--- src/rtl/irq_pkg.sv ---
package irq_pkg;
    localparam int BYTE_W = 8;
    localparam int PC_W   = 2 * BYTE_W;
    localparam int NSRC   = 4;
    localparam int GE_BIT = 7;

    typedef enum logic [1:0] {LVL_IDLE = 2'd0, LVL_LO = 2'd1, LVL_HI = 2'd2} lvl_e;
    typedef enum logic [1:0] {SRC_T0 = 2'd0, SRC_T1 = 2'd1, SRC_SER = 2'd2, SRC_T2 = 2'd3} src_e;
    typedef enum logic [1:0] {SEQ_IDLE, SEQ_LO, SEQ_HI} seq_e;

    typedef struct packed {
        logic valid;
        src_e src;
        lvl_e lvl;
    } grant_t;

    // enable / priority bit position of each source, in polling order
    function automatic int src_bit(input int idx);
        case (idx)
            0:       return 1;
            1:       return 3;
            2:       return 4;
            default: return 5;
        endcase
    endfunction

    function automatic logic [BYTE_W-1:0] src_vector(input src_e s);
        case (s)
            SRC_T0:  return 8'h0B;
            SRC_T1:  return 8'h1B;
            SRC_SER: return 8'h23;
            default: return 8'h2B;
        endcase
    endfunction
endpackage

--- src/rtl/irq_select.sv ---
module irq_select
    import irq_pkg::*;
(
    input  logic [BYTE_W-1:0] ie_reg,
    input  logic [BYTE_W-1:0] ip_reg,
    input  logic [BYTE_W-1:0] tcon_reg,
    input  logic [BYTE_W-1:0] scon_reg,
    input  logic [BYTE_W-1:0] t2con_reg,
    input  lvl_e              cur_lvl,
    output grant_t            grant
);
    logic [NSRC-1:0] req, hi_pend, lo_pend;

    assign req[0] = tcon_reg[5];
    assign req[1] = tcon_reg[7];
    assign req[2] = scon_reg[0] | scon_reg[1];
    assign req[3] = t2con_reg[7];

    for (genvar i = 0; i < NSRC; i++) begin : g_src
        localparam int B = src_bit(i);
        assign hi_pend[i] = ie_reg[B] &  ip_reg[B] & req[i];
        assign lo_pend[i] = ie_reg[B] & ~ip_reg[B] & req[i];
    end

    always_comb begin
        grant.valid = 1'b0;
        grant.src   = SRC_T0;
        grant.lvl   = LVL_IDLE;
        if (ie_reg[GE_BIT]) begin
            // low class only from idle
            if (cur_lvl == LVL_IDLE) begin
                for (int i = NSRC - 1; i >= 0; i--) begin
                    if (lo_pend[i]) begin
                        grant.valid = 1'b1;
                        grant.src   = src_e'(i);
                        grant.lvl   = LVL_LO;
                    end
                end
            end
            // high class overrides, examined while below high
            if (cur_lvl != LVL_HI && (|hi_pend)) begin
                for (int i = NSRC - 1; i >= 0; i--) begin
                    if (hi_pend[i]) begin
                        grant.valid = 1'b1;
                        grant.src   = src_e'(i);
                        grant.lvl   = LVL_HI;
                    end
                end
            end
        end
    end
endmodule

--- src/rtl/irq_level.sv ---
module irq_level
    import irq_pkg::*;
(
    input  logic clk,
    input  logic rst,
    input  logic accept,
    input  lvl_e new_lvl,
    input  logic reti,
    output lvl_e cur_lvl
);
    lvl_e prev_lvl;

    always_ff @(posedge clk) begin
        if (rst) begin
            cur_lvl  <= LVL_IDLE;
            prev_lvl <= LVL_IDLE;
        end else if (reti) begin
            cur_lvl  <= prev_lvl;
            prev_lvl <= LVL_IDLE;
        end else if (accept) begin
            prev_lvl <= cur_lvl;
            cur_lvl  <= new_lvl;
        end
    end

    // an accepted class is strictly above the one in service
    p_gate_up_r8: assert property (@(posedge clk) disable iff (rst)
        accept |-> (logic'(new_lvl) > logic'(cur_lvl)) || (new_lvl == LVL_HI && cur_lvl != LVL_HI))
        else $error("class gating violated");

    // a return lowers the class in service
    p_reti_drop_r9: assert property (@(posedge clk) disable iff (rst)
        (reti && cur_lvl != LVL_IDLE) |=> (2'(cur_lvl) < $past(2'(cur_lvl))))
        else $error("reti did not lower class");
endmodule

--- src/rtl/irq_push_seq.sv ---
module irq_push_seq
    import irq_pkg::*;
#(
    parameter int SP_W = 8
) (
    input  logic              clk,
    input  logic              rst,
    input  logic              accept,
    input  src_e              src,
    input  logic [PC_W-1:0]   pc_in,
    input  logic [SP_W-1:0]   sp_in,
    output logic              busy,
    output logic              stk_we,
    output logic [SP_W-1:0]   stk_addr,
    output logic [BYTE_W-1:0] stk_data,
    output logic              sp_we,
    output logic [SP_W-1:0]   sp_wdata,
    output logic              pc_we,
    output logic [PC_W-1:0]   pc_wdata,
    output logic              tf0_clr,
    output logic              tf1_clr
);
    seq_e            st;
    logic [PC_W-1:0] pc_q;
    logic [SP_W-1:0] sp_q;
    src_e            src_q;

    always_ff @(posedge clk) begin
        if (rst) begin
            st    <= SEQ_IDLE;
            pc_q  <= '0;
            sp_q  <= '0;
            src_q <= SRC_T0;
        end else begin
            case (st)
                SEQ_IDLE: if (accept) begin
                    st    <= SEQ_LO;
                    pc_q  <= pc_in;
                    sp_q  <= sp_in;
                    src_q <= src;
                end
                SEQ_LO:  st <= SEQ_HI;
                default: st <= SEQ_IDLE;
            endcase
        end
    end

    always_comb begin
        busy     = (st != SEQ_IDLE);
        stk_we   = (st == SEQ_LO) || (st == SEQ_HI);
        stk_addr = sp_q + ((st == SEQ_HI) ? SP_W'(2) : SP_W'(1));
        stk_data = (st == SEQ_HI) ? pc_q[PC_W-1:BYTE_W] : pc_q[BYTE_W-1:0];
        sp_we    = (st == SEQ_HI);
        sp_wdata = sp_q + SP_W'(2);
        pc_we    = (st == SEQ_HI);
        pc_wdata = PC_W'(src_vector(src_q));
        tf0_clr  = (st == SEQ_HI) && (src_q == SRC_T0);
        tf1_clr  = (st == SEQ_HI) && (src_q == SRC_T1);
    end

    // low byte write is followed by the high byte one slot above, with write-back
    p_push_order_r6: assert property (@(posedge clk) disable iff (rst)
        (stk_we && !sp_we) |=> (stk_we && sp_we && pc_we && stk_addr == $past(stk_addr) + SP_W'(1)))
        else $error("push order broken");

    // a flag clear only accompanies the vector load, never both timers
    p_clr_final_r7: assert property (@(posedge clk) disable iff (rst)
        (tf0_clr || tf1_clr) |-> (pc_we && !(tf0_clr && tf1_clr)))
        else $error("flag clear out of place");
endmodule

--- src/rtl/irq_arbiter.sv ---
module irq_arbiter
    import irq_pkg::*;
#(
    parameter int SP_W = 8
) (
    input  logic              clk,
    input  logic              rst,
    input  logic              cycle_en,
    input  logic              reti,
    input  logic [7:0]        ie_reg,
    input  logic [7:0]        ip_reg,
    input  logic [7:0]        tcon_reg,
    input  logic [7:0]        scon_reg,
    input  logic [7:0]        t2con_reg,
    input  logic [15:0]       pc_cur,
    input  logic [SP_W-1:0]   sp_cur,
    output logic              stk_we,
    output logic [SP_W-1:0]   stk_addr,
    output logic [7:0]        stk_data,
    output logic              sp_we,
    output logic [SP_W-1:0]   sp_wdata,
    output logic              pc_we,
    output logic [15:0]       pc_wdata,
    output logic              tf0_clr,
    output logic              tf1_clr,
    output logic [1:0]        svc_lvl
);
    grant_t grant;
    lvl_e   cur_lvl;
    logic   busy, accept;

    irq_select u_sel (
        .ie_reg(ie_reg), .ip_reg(ip_reg), .tcon_reg(tcon_reg),
        .scon_reg(scon_reg), .t2con_reg(t2con_reg),
        .cur_lvl(cur_lvl), .grant(grant)
    );

    assign accept = cycle_en && !busy && !reti && grant.valid;

    irq_level u_lvl (
        .clk(clk), .rst(rst), .accept(accept),
        .new_lvl(grant.lvl), .reti(reti), .cur_lvl(cur_lvl)
    );

    irq_push_seq #(.SP_W(SP_W)) u_seq (
        .clk(clk), .rst(rst), .accept(accept), .src(grant.src),
        .pc_in(pc_cur), .sp_in(sp_cur), .busy(busy),
        .stk_we(stk_we), .stk_addr(stk_addr), .stk_data(stk_data),
        .sp_we(sp_we), .sp_wdata(sp_wdata), .pc_we(pc_we), .pc_wdata(pc_wdata),
        .tf0_clr(tf0_clr), .tf1_clr(tf1_clr)
    );

    assign svc_lvl = cur_lvl;

    // without a machine-cycle strobe and with no push running, no write starts
    p_quiet_r11: assert property (@(posedge clk) disable iff (rst)
        (!cycle_en && !busy) |=> !stk_we)
        else $error("push started without cycle strobe");

    // every push start was preceded by the global enable
    p_global_en_r1: assert property (@(posedge clk) disable iff (rst)
        (stk_we && !sp_we) |-> $past(ie_reg[GE_BIT]))
        else $error("accepted with global enable low");

    // in-service encoding stays legal
    p_lvl_legal_r10: assert property (@(posedge clk) disable iff (rst)
        svc_lvl != 2'b11)
        else $error("illegal class code");
endmodule

--- config.mk ---
export PLATFORM = sky130hd
export DESIGN_NAME = irq_arbiter
export DESIGN_NICKNAME = d
export VERILOG_FILES = /design/src/rtl/irq_pkg.sv /design/src/rtl/irq_select.sv /design/src/rtl/irq_level.sv /design/src/rtl/irq_push_seq.sv /design/src/rtl/irq_arbiter.sv
export SDC_FILE = /design/constraint.sdc
export NUM_CORES = 1
export LEC_CHECK = 0
export BUFFER_PORTS_ARGS = -buffer_cell sky130_fd_sc_hd__buf_2
export CAP_MARGIN = 20
export CORE_MARGIN = 5
export CORE_UTILIZATION = 30
export CTS_BUF_LIST = sky130_fd_sc_hd__clkbuf_16
export DETAILED_ROUTE_END_ITERATION = 7
export GPL_TIMING_DRIVEN = 0
export HOLD_SLACK_MARGIN = 0.06
export PLACE_DENSITY = 0.7
export SYNTH_ARGS = -nofsm -noshare
export SYNTH_HDL_FRONTEND = slang
export SYNTH_SLANG_ARGS = --single-unit
--- constraint.sdc ---
create_clock -name clk -period 4 [get_ports clk]
set_input_delay 0.8 -clock clk [delete_from_list [all_inputs] [get_ports clk]]
set_output_delay 0.8 -clock clk [all_outputs]
set_load 0.005 [all_outputs]
==> metrics <==
run status=completed; Die Area=about 8400 µm²; Die W=91.7 µm; CP startpoint kind=flop; Yosys reg bits=32; end of the critical path=stk_addr[6]; total number of vias=2016; Req. time, crit path=approximately 3.2 ns; fin util=about two fifths; complex-gate fraction of the synthesized area=around 22%; Ports=between 100 and 150; Synth area leader=dfxtp_1; Non-Filler Instances=between 400 and 500; ys flop type=dfxtp_1; cell repeated most along the worst path=inv_1; CTS clk-pin slew, worst paths=0.05 ns; mux contribution to synthesized area=5.00%; PwrDens=roughly 360 nW/µm²; Clock Skew=approximately 0.0063 ns; Resized cells post-CTS=0; worst hold stages=2; DRT iter0 DRCs=~100; # H-tree levels=2; Hold Fails Final Rpt=0; number of enable flip-flop cells after synthesis=0; critical path capture point type=output port; CTS Buf Count=5; Critical Path Max Stage Delay=0.39 ns; worst r2r src=u_seq.st[0]; fraction of layout cells with a size suffix above 1=a little over a third; filler cell count=642; most numerous cell in the Yosys netlist=nand3_1; clk_lat worst skew=between 0.2 and 0.3 ns; drt via density=between 4 and 5; root buffer cell=clkbuf_16; Setup-failing EPs final=0; I/O Buffers=75; fmax=approximately 280 MHz; Final Slew Violations=0; Clock Sinks=32; core area=roughly 6400 µm²; Synth Area in Simple Gates=17.9%; crit path max-delay cell type=fa_1; final WL=roughly 5.5 mm; post-synthesis cell count=247; Worst Path Max Fanout=9; GPL Wtd Cong=slightly below 0.8; xor/xnor share of the synthesized area=under 10%; largest family of logic cells by synthesized area=compound AO/OA/AOI/OAI gates; Hold Buf Count CTS=0; first-pass GRT wire length=roughly 9.0 mm; DR pass1 iterations=4; worst-path cell chain=inv_1, ha_1, clkbuf_1, inv_1, ha_1, inv_1, fa_1, nor2_1, nand3_1, xnor2_1, buf_2; P_leak=roughly 1.2 nW; reg2reg setup slack=~2.2 ns; min Tclk post-route=about 3.5 ns; Slew headroom=a little under two thirds; Hold Slack=around 0.46 ns; Die H=91.7 µm; Antenna Cells=0; post-DP HPWL=4.31 mm; Distinct cells, synth=41; Seq/Total Area, Yosys=32.0%; number of global-route vias before repair=between 1500 and 2000; all-layer global routing usage=a little over an eighth; Ys Warns=0; worst vdd ir=approximately 0.21 mV; cell depth of the worst flop-to-flop path=7; syn avg cell area=about 8.1 µm²; Reg2Reg Capture Point=u_seq.src_q[0]; top-area cell type share of the netlist area=between 30% and 40%; Worst Hold Class=reg2reg; Area Overhead vs Synth=32.5%; initial antenna violation count=0; starting density of the core=roughly 31%; RSZ-0062 raised after global routing=false; Fin Setup TNS=0 ns; worst-margin pin slew=0.544 ns; Tot Pwr=0.948 mW; Detail Route Antenna Nets=0; Total Nets Final=approximately 420; top cells by area, synth=dfxtp_1 32%, nand3_1 9.5%, a21oi_1 8.5%; Post-synth top cells=38 x nand3_1, 34 x a21oi_1, 32 x dfxtp_1; max-cap viol count=0; GRT overflow=0; CTS tree=yes; class of the most critical setup path=reg2out; Post-synth ARST share=0%; WL per Instance=roughly 13 µm; critical path startpoint=u_seq.st[0]; largest net degree at the start of global routing=11; critical path arrival=between 2 and 3 ns; placed cell count=410; fin crit share=about nine tenths; Rows=29; remaining routing DRC violations=0; adder-cell share of the synthesized area=between 5 and 6%; Setup Fix Bufs, Post-CTS=0; Clock Path Buffers=2; Cell Area, Synth=2000 µm²
-- critical path: cells and delay by family, from the launching register on --
kind          cells  cell delay [ns]
fa+ha+maj         3             0.85
buf+inv           5             0.80
simple gates      2             0.30
xor+xnor          1             0.14
flops             1             0.35
-- worst min-delay path by stage --
stage	startpoint	end	slack (ns)
after global routing	u_seq.pc_q[5]	u_seq.pc_q[5]	0.47
after detailed placement	u_lvl.prev_lvl[0]	u_lvl.cur_lvl[0]	0.45
final	u_seq.pc_q[9]	u_seq.pc_q[9]	0.46
after CTS	u_lvl.prev_lvl[0]	u_lvl.cur_lvl[0]	0.46
after global placement	u_lvl.prev_lvl[0]	u_lvl.cur_lvl[0]	0.44
after floorplan	u_lvl.prev_lvl[0]	u_lvl.cur_lvl[0]	0.43
-- power breakdown --
| part | leakage (nW) | total [mW] | internal [mW] | switching [mW] |
|---|---|---|---|---|
| sequential | 0.259 | 0.360 | 0.343 | 0.0170 |
| combinational | 0.893 | 0.236 | 0.112 | 0.125 |
| clock | 0.0738 | 0.352 | 0.223 | 0.129 |
-- cells by family after synthesis --
group / count (synthesis)
simple gates: 68
xor+xnor: 11
buf+inv: 42
flops: 32
mux: 9
fa+ha+maj: 8
other cells: 2
compound gates: 75
-- final cells by class --
type | instances | area [µm²] | share of cell area (%)
multi-input cells | 184 | 1150 | 43.5
plain buffers | 35 | 223 | 8.40
inverters | 7 | 26.3 | 0.992
flip-flops and latches | 32 | 641 | 24.2
repair buffers | 75 | 375 | 14.2
clock inverters | 3 | 11.3 | 0.425
clock buffers | 5 | 125 | 4.72
well taps | 77 | 96.3 | 3.64
-- flip-flops by register name, indices dropped and copies added, names as in the netlist --
register,cells
u_seq.sp_q,8
u_seq.st,2
u_seq.pc_q,16
u_lvl.prev_lvl,2
u_lvl.cur_lvl,2
u_seq.src_q,2
-- placed cells by master (no fill, tap or decap), types with 2 or more instances in the layout --
cell type  instances
xor2_1             4
ha_1               7
buf_2             81
o21ai_2            2
xnor2_1            7
nand3_1           38
buf_6              2
nor2_1             4
nand2_1           10
a211oi_1           2
o211ai_1           2
clkbuf_16          5
nand4_1            3
o31ai_1            2
inv_1              9
o21ai_1           11
dfxtp_1           32
clkbuf_1           8
mux2_2             8
buf_4             18
o21ai_0           16
nand2b_1           3
and3_1             2
a21oi_1           34
conb_1            13
-- routing by layer --
metal  vias up  part of all wire (%)  wire, µm  track usage (%)
met4         0                   1.6        91             4.77
met2        72                    46      2560             22.0
met5         -                     0         0                0
met1       900                    44      2430             16.3
met3         9                   8.0       439             3.52
li1       1035                     -         -                -
-- through the flow --
| step | worst slack (ns) | cell area, µm² |
|---|---|---|
| finish | 0.468 | 2650 |
| CTS | 0.437 | 2650 |
| global placement | 0.777 | 2510 |
| global route | 0.163 | 2650 |
| detailed placement | 0.754 | 2510 |
| floorplan | 1.14 | 2040 |
Note: power is estimated with default switching activity, not from simulation.
